[src/rtl/uart_wake_pkg.sv]
package uart_wake_pkg;
  typedef enum logic {
    WAKE_IDLE = 1'b0,
    WAKE_ADDR = 1'b1
  } wake_sel_e;

  localparam logic [1:0] MCFG_DATA_MATCH = 2'b11;
endpackage

[src/rtl/uart_wake_idle_cnt.sv]
module uart_wake_idle_cnt #(
  parameter int CNT_W = 4
) (
  input  logic             clk_i,
  input  logic             rst_ni,
  input  logic             start_i,
  input  logic             bit_vld_i,
  input  logic             bit_val_i,
  input  logic             stop_i,
  input  logic             idle_tick_i,
  input  logic             ilt_i,
  input  logic [CNT_W-1:0] char_len_i,
  output logic             idle_hit_o
);
  logic [CNT_W-1:0] cnt_q;
  logic             arm_q, done_q;
  logic             inc, clr;

  // arm_q: counting enabled; stays low from start to stop when ilt_i=1
  always_comb begin
    inc = arm_q & ((bit_vld_i & bit_val_i) | stop_i | idle_tick_i);
    clr = arm_q & bit_vld_i & ~bit_val_i;
  end

  assign idle_hit_o = inc & ~done_q & ~start_i & (cnt_q == char_len_i - 1'b1);

  always_ff @(posedge clk_i or negedge rst_ni) begin
    if (!rst_ni) begin
      cnt_q  <= '0;
      arm_q  <= 1'b1;
      done_q <= 1'b0;
    end else if (start_i) begin
      cnt_q  <= '0;
      arm_q  <= ~ilt_i;
      done_q <= 1'b0;
    end else begin
      if (stop_i) arm_q <= 1'b1;
      if (clr) cnt_q <= '0;
      else if (inc && !done_q) cnt_q <= cnt_q + 1'b1;
      if (idle_hit_o) done_q <= 1'b1;
    end
  end
endmodule

[src/rtl/uart_wake_char_asm.sv]
module uart_wake_char_asm #(
  parameter int DATA_W = 9,
  parameter int IDX_W  = 4
) (
  input  logic              clk_i,
  input  logic              rst_ni,
  input  logic              start_i,
  input  logic              bit_vld_i,
  input  logic [IDX_W-1:0]  bit_idx_i,
  input  logic              bit_val_i,
  input  logic              nine_bit_i,
  output logic [DATA_W-1:0] data_o
);
  localparam logic [DATA_W-1:0] MASK_S = {1'b0, {(DATA_W-1){1'b1}}};

  logic [DATA_W-1:0] shreg_q;

  always_ff @(posedge clk_i or negedge rst_ni) begin
    if (!rst_ni) shreg_q <= '0;
    else if (start_i) shreg_q <= '0;
    else if (bit_vld_i && (int'(bit_idx_i) < DATA_W)) shreg_q[bit_idx_i] <= bit_val_i;
  end

  assign data_o = nine_bit_i ? shreg_q : (shreg_q & MASK_S);
endmodule

[src/rtl/uart_wake_match.sv]
module uart_wake_match #(
  parameter int DATA_W = 9
) (
  input  logic [DATA_W-1:0] data_i,
  input  logic [DATA_W-1:0] match1_i,
  input  logic [DATA_W-1:0] match2_i,
  input  logic              en1_i,
  input  logic              en2_i,
  input  logic              nine_bit_i,
  output logic              hit_o
);
  localparam logic [DATA_W-1:0] MASK_S = {1'b0, {(DATA_W-1){1'b1}}};

  logic [DATA_W-1:0] mask;
  logic              hit1, hit2;

  always_comb begin
    mask  = nine_bit_i ? '1 : MASK_S;
    hit1  = en1_i & ((data_i & mask) == (match1_i & mask));
    hit2  = en2_i & ((data_i & mask) == (match2_i & mask));
    hit_o = hit1 | hit2;
  end
endmodule

[src/rtl/uart_rx_wakeup.sv]
module uart_rx_wakeup
  import uart_wake_pkg::*;
#(
  parameter int DATA_W = 9,
  parameter int IDX_W  = 4,
  parameter int CNT_W  = 4
) (
  input  logic              clk_i,
  input  logic              rst_ni,
  input  logic              start_i,
  input  logic              bit_vld_i,
  input  logic [IDX_W-1:0]  bit_idx_i,
  input  logic              bit_val_i,
  input  logic              stop_i,
  input  logic              idle_tick_i,
  input  logic              ilt_i,
  input  logic              wake_sel_i,
  input  logic [1:0]        match_cfg_i,
  input  logic              match_en1_i,
  input  logic              match_en2_i,
  input  logic [DATA_W-1:0] match1_i,
  input  logic [DATA_W-1:0] match2_i,
  input  logic              nine_bit_i,
  input  logic              sleep_set_i,
  output logic              sleep_o,
  output logic              idle_o,
  output logic              deliver_o,
  output logic [DATA_W-1:0] rx_data_o
);
  localparam logic [CNT_W-1:0] LEN_L = CNT_W'(DATA_W + 2);
  localparam logic [CNT_W-1:0] LEN_S = CNT_W'(DATA_W + 1);
  localparam logic [IDX_W-1:0] MSB_L = IDX_W'(DATA_W - 1);
  localparam logic [IDX_W-1:0] MSB_S = IDX_W'(DATA_W - 2);

  logic [CNT_W-1:0]  char_len;
  logic [IDX_W-1:0]  msb_idx;
  logic [DATA_W-1:0] char_data;
  logic              idle_hit, match_hit;
  logic              mode_dm, mode_am, mode_il;
  logic              wake_il, wake_am, wake_dm;
  logic              sleep_q, deliver_d;

  assign char_len = nine_bit_i ? LEN_L : LEN_S;
  assign msb_idx  = nine_bit_i ? MSB_L : MSB_S;

  uart_wake_idle_cnt #(.CNT_W(CNT_W)) i_idle (
    .clk_i       (clk_i),
    .rst_ni      (rst_ni),
    .start_i     (start_i),
    .bit_vld_i   (bit_vld_i),
    .bit_val_i   (bit_val_i),
    .stop_i      (stop_i),
    .idle_tick_i (idle_tick_i),
    .ilt_i       (ilt_i),
    .char_len_i  (char_len),
    .idle_hit_o  (idle_hit)
  );

  uart_wake_char_asm #(.DATA_W(DATA_W), .IDX_W(IDX_W)) i_asm (
    .clk_i      (clk_i),
    .rst_ni     (rst_ni),
    .start_i    (start_i),
    .bit_vld_i  (bit_vld_i),
    .bit_idx_i  (bit_idx_i),
    .bit_val_i  (bit_val_i),
    .nine_bit_i (nine_bit_i),
    .data_o     (char_data)
  );

  uart_wake_match #(.DATA_W(DATA_W)) i_match (
    .data_i     (char_data),
    .match1_i   (match1_i),
    .match2_i   (match2_i),
    .en1_i      (match_en1_i),
    .en2_i      (match_en2_i),
    .nine_bit_i (nine_bit_i),
    .hit_o      (match_hit)
  );

  // data-match configuration overrides the wakeup method select
  always_comb begin
    mode_dm   = (match_cfg_i == MCFG_DATA_MATCH);
    mode_am   = ~mode_dm & (wake_sel_i == WAKE_ADDR);
    mode_il   = ~mode_dm & (wake_sel_i == WAKE_IDLE);
    wake_il   = sleep_q & mode_il & idle_hit;
    wake_am   = sleep_q & mode_am & bit_vld_i & bit_val_i & (bit_idx_i == msb_idx);
    wake_dm   = sleep_q & mode_dm & stop_i & match_hit;
    deliver_d = stop_i & (~sleep_q | wake_dm);
  end

  always_ff @(posedge clk_i or negedge rst_ni) begin
    if (!rst_ni) begin
      sleep_q   <= 1'b0;
      idle_o    <= 1'b0;
      deliver_o <= 1'b0;
      rx_data_o <= '0;
    end else begin
      if (sleep_set_i) sleep_q <= 1'b1;
      else if (wake_il || wake_am || wake_dm) sleep_q <= 1'b0;
      idle_o    <= idle_hit;
      deliver_o <= deliver_d;
      if (deliver_d) rx_data_o <= char_data;
    end
  end

  assign sleep_o = sleep_q;
endmodule

[config.mk]
export PLATFORM = sky130hd
export DESIGN_NAME = uart_rx_wakeup
export DESIGN_NICKNAME = d
export VERILOG_FILES = /design/src/rtl/uart_wake_pkg.sv /design/src/rtl/uart_wake_idle_cnt.sv /design/src/rtl/uart_wake_char_asm.sv /design/src/rtl/uart_wake_match.sv /design/src/rtl/uart_rx_wakeup.sv
export SDC_FILE = /design/constraint.sdc
export NUM_CORES = 1
export LEC_CHECK = 0
export BUFFER_PORTS_ARGS = -buffer_cell sky130_fd_sc_hd__buf_4
export CORE_UTILIZATION = 45
export CTS_CLUSTER_DIAMETER = 30
export DETAILED_ROUTE_END_ITERATION = 8
export GPL_ROUTABILITY_DRIVEN = 0
export PLACE_DENSITY = 0.72
export SYNTH_ARGS = -nofsm -noshare
export SYNTH_HDL_FRONTEND = slang
export SYNTH_SLANG_ARGS = --single-unit
[constraint.sdc]
create_clock -name clk_i -period 2.3 [get_ports clk_i]
set_clock_uncertainty 0.05 [all_clocks]
set_input_delay 0.46 -clock clk_i [delete_from_list [all_inputs] [get_ports clk_i]]
set_output_delay 0.46 -clock clk_i [all_outputs]
set_load 0.005 [all_outputs]
==> flow_metrics.env <==
export IMPL_outcome="finished, final reports clean"
export IMPL_grt_pass1_wl_mm=5.416
export IMPL_area_delta_synth_final_pct=28.94
export IMPL_diodes=0
export IMPL_ys_types=34
export IMPL_postRouteAntennaNets=0
export IMPL_numCtsBuffers=3
export IMPL_fin_util_pct=62.34
export IMPL_syn_area_per_cell_sq_um=10.72
export IMPL_core_sq_mm=0.003103
export IMPL_clock_latency_ns=0.32
export IMPL_required_ns=2.47
export IMPL_period_minus_slack_ns=1.879
export IMPL_cts_hold_buf=1
export IMPL_hold_viol=0
export IMPL_ios=49
export IMPL_finalWirelength_mm=3.242
export IMPL_post_cts_buffers=0
export IMPL_drive_above_1_share_pct=35.45
export IMPL_clkPwrFrac_pct=24.2
export IMPL_placedCellCount=228
export IMPL_cts_sinks=27
export IMPL_drv_slew=0
export IMPL_setup_ws_ns=0.4206
export IMPL_die_x_um=59.74
export IMPL_synth_mux_area_share_pct=11.34
export IMPL_grt_max_degree=28
export IMPL_setup_viol=0
export IMPL_layoutNonFillerInstCount=233
export IMPL_die_y_um=59.74
export IMPL_grt_overflow_total=0
export IMPL_irDropWorstVdd_uv=265.1
export IMPL_synth_edf_count=0
export IMPL_yosys_warnings=0
export IMPL_synth_commonest_cells="26 x dfrtp_1, 20 x xor2_1, 13 x nor2_1"
export IMPL_htreeDepth=1
export IMPL_wl_per_cell_um=13.91
export IMPL_portBuffers=48
export IMPL_clk_pin_slew_ns=0.14
export IMPL_synth_nets=178
export IMPL_synth_top_area_cell="dfrtp_1"
export IMPL_ctsResizeCount=0
export IMPL_synthDominantCellAreaShare_pct=43.37
export IMPL_rows=20
export IMPL_hold_class="input port to register"
export IMPL_p_switching_mw=0.2208
export IMPL_yosysSeqAreaShare_pct=45.12
export IMPL_rsz0062_at_grt="no"
export IMPL_drv_cap=0
export IMPL_die_area_sq_mm=0.003569
export IMPL_arrival_ns=2.05
export IMPL_placed_area_sq_mm=0.001898
export IMPL_synthMostInstantiatedCell="dfrtp_1"
export IMPL_yosys_register_bits=27
export IMPL_drt_iter0_drc=24
export IMPL_clock_path_buffers=2
export IMPL_reg2reg_slack_ns=0.42
export IMPL_netlist_area_sq_mm=0.001500
export IMPL_grtUsageTotal_pct=20.49
export IMPL_firstDrtPassIters=4
export IMPL_drc=0
export IMPL_tightestPinTransition_ns=0.6186
export IMPL_synth_top_family_by_area="simple AND/OR/NAND/NOR gates"
export IMPL_ys_async_sr_fraction_pct=100.0
export IMPL_hpwl_mm=2.515
export IMPL_num_vias=1208
export IMPL_relSlewSlack_pct=58.67
export IMPL_root_buffer="clkbuf_4"
export IMPL_synth_fa_ha_area_share_pct=0.8340
export IMPL_internal_power_mw=0.6327
export IMPL_synth_simple_gate_area_share_pct=20.35
export IMPL_design_area_sq_mm=0.001934
export IMPL_antenna_found_initial=0
export IMPL_synth_compound_gate_area_share_pct=7.923
export IMPL_p_leak_nw=0.9688
export IMPL_initial_core_util_pct=48.35
export IMPL_tns_ns=0
export IMPL_crit_type="register to register"
export IMPL_endpoint_kind="register"
export IMPL_avgViaCountPerCell=5.185
export IMPL_yosys_area_share_xor_xnor_pct=12.26
export IMPL_nNetsFinal=228
export IMPL_synthCells=140
export IMPL_p_sw_share_pct=25.87
export IMPL_synth_top_flop_cell="dfrtp_1"
export IMPL_combPwrFrac_pct=17.5
export IMPL_cts_tree="built"
export IMPL_post_route_period_util_pct=81.71
export IMPL_crit_fanout=10
export IMPL_power_density_mw_per_mm2=441.2
export IMPL_synthTopCellsByArea="dfrtp_1 43%, xor2_1 12%, mux2_2 6.0%, mux2i_1 5.3%, nor2_1 3.3%"
export IMPL_start_kind="register"
export IMPL_dp_slack_ns=0.2773
export IMPL_grt_pass1_vias=1160
export IMPL_fmax_mhz=532.1
export IMPL_p_seq_share_pct=58.3
[worst max-delay path, cell delays in order, from the launching register on]
cell	delay [ns]
dfrtp_1	0.46
xor2_1	0.16
nor4_1	0.35
nand3_1	0.20
nand3_4	0.20
mux2_2	0.35
[flip-flops by register name, summed over array words and instances, names as in the netlist]
register,flops
i_idle.arm_q,1
i_idle.done_q,1
rx_data_o,9
idle_o,1
sleep_o,1
deliver_o,1
i_idle.cnt_q,4
i_asm.shreg_q,9
[area by class of cell]
type	count	area, sq um
fill	278	1169
multi-input combinational	105	790.8
sequential	27	676.9
timing repair buffer	49	370.4
tap	44	55.05
clock buffer	4	26.28
inverter	4	15.01
[per-stage QoR]
| step | hold WS, ns | power [mW] |
|---|---|---|
| after CTS | 0.1955 | 0.8637 |
| after global routing | 0.1732 | 0.9047 |
| after global placement | 0.3396 | 0.6504 |
| final | 0.2056 | 0.8535 |
| after detailed placement | 0.3514 | 0.6548 |
| after floorplan | 0.1144 | 0.5693 |
[path summary, 6_finish.rpt]
check / from / to / cells after the start
hold / removal: ilt_i / i_idle.arm_q$_DFFE_PN1P_ / 2
setup / recovery: i_asm.shreg_q[2]$_DFFE_PN0P_ / rx_data_o[2]$_DFFE_PN0P_ / 5
min in group asynchronous: rst_ni / idle_o$_DFF_PN0_ / 2
setup reg to reg: i_asm.shreg_q[2]$_DFFE_PN0P_ / rx_data_o[2]$_DFFE_PN0P_ / 5
max in group asynchronous: rst_ni / i_idle.arm_q$_DFFE_PN1P_ / 2
hold reg to reg: rx_data_o[6]$_DFFE_PN0P_ / rx_data_o[6]$_DFFE_PN0P_ / 1
[placed cells by master (no fill, tap or decap), types with 2 or more instances in the layout]
master,n
a211oi_1,2
a21oi_1,5
buf_4,48
clkbuf_4,3
dfrtp_1,26
inv_1,4
mux2_2,8
mux2i_1,8
nand2_1,11
nand2b_1,2
nand3_1,6
nand3b_1,3
nand4_1,2
nor2_1,13
nor3_1,2
nor3b_1,3
nor4_1,4
o21ai_0,2
xor2_1,20
[power by group through the flow]
stage	combinational [mW]	sequential, mW	clock (mW)
after global placement	0.145	0.506	0
after CTS	0.151	0.497	0.216
after detailed placement	0.149	0.506	0
final	0.149	0.497	0.207
after global routing	0.164	0.499	0.241
after floorplan	0.0650	0.504	0
[metal layers]
metal	wire length [um]	global-route usage (%)
met3	148	2.814
met4	55	8.970
met1	1493	27.89
met5	0	0
met2	1545	32.38
[cell families after synthesis]
family / after synthesis
AND/OR/NAND/NOR: 51
XOR/XNOR: 21
adder cells (fa/ha/maj): 1
multiplexers: 16
buffers and inverters: 8
flip-flops: 27
AO/OA/AOI/OAI: 16
Power figures use the tool's default switching activity.
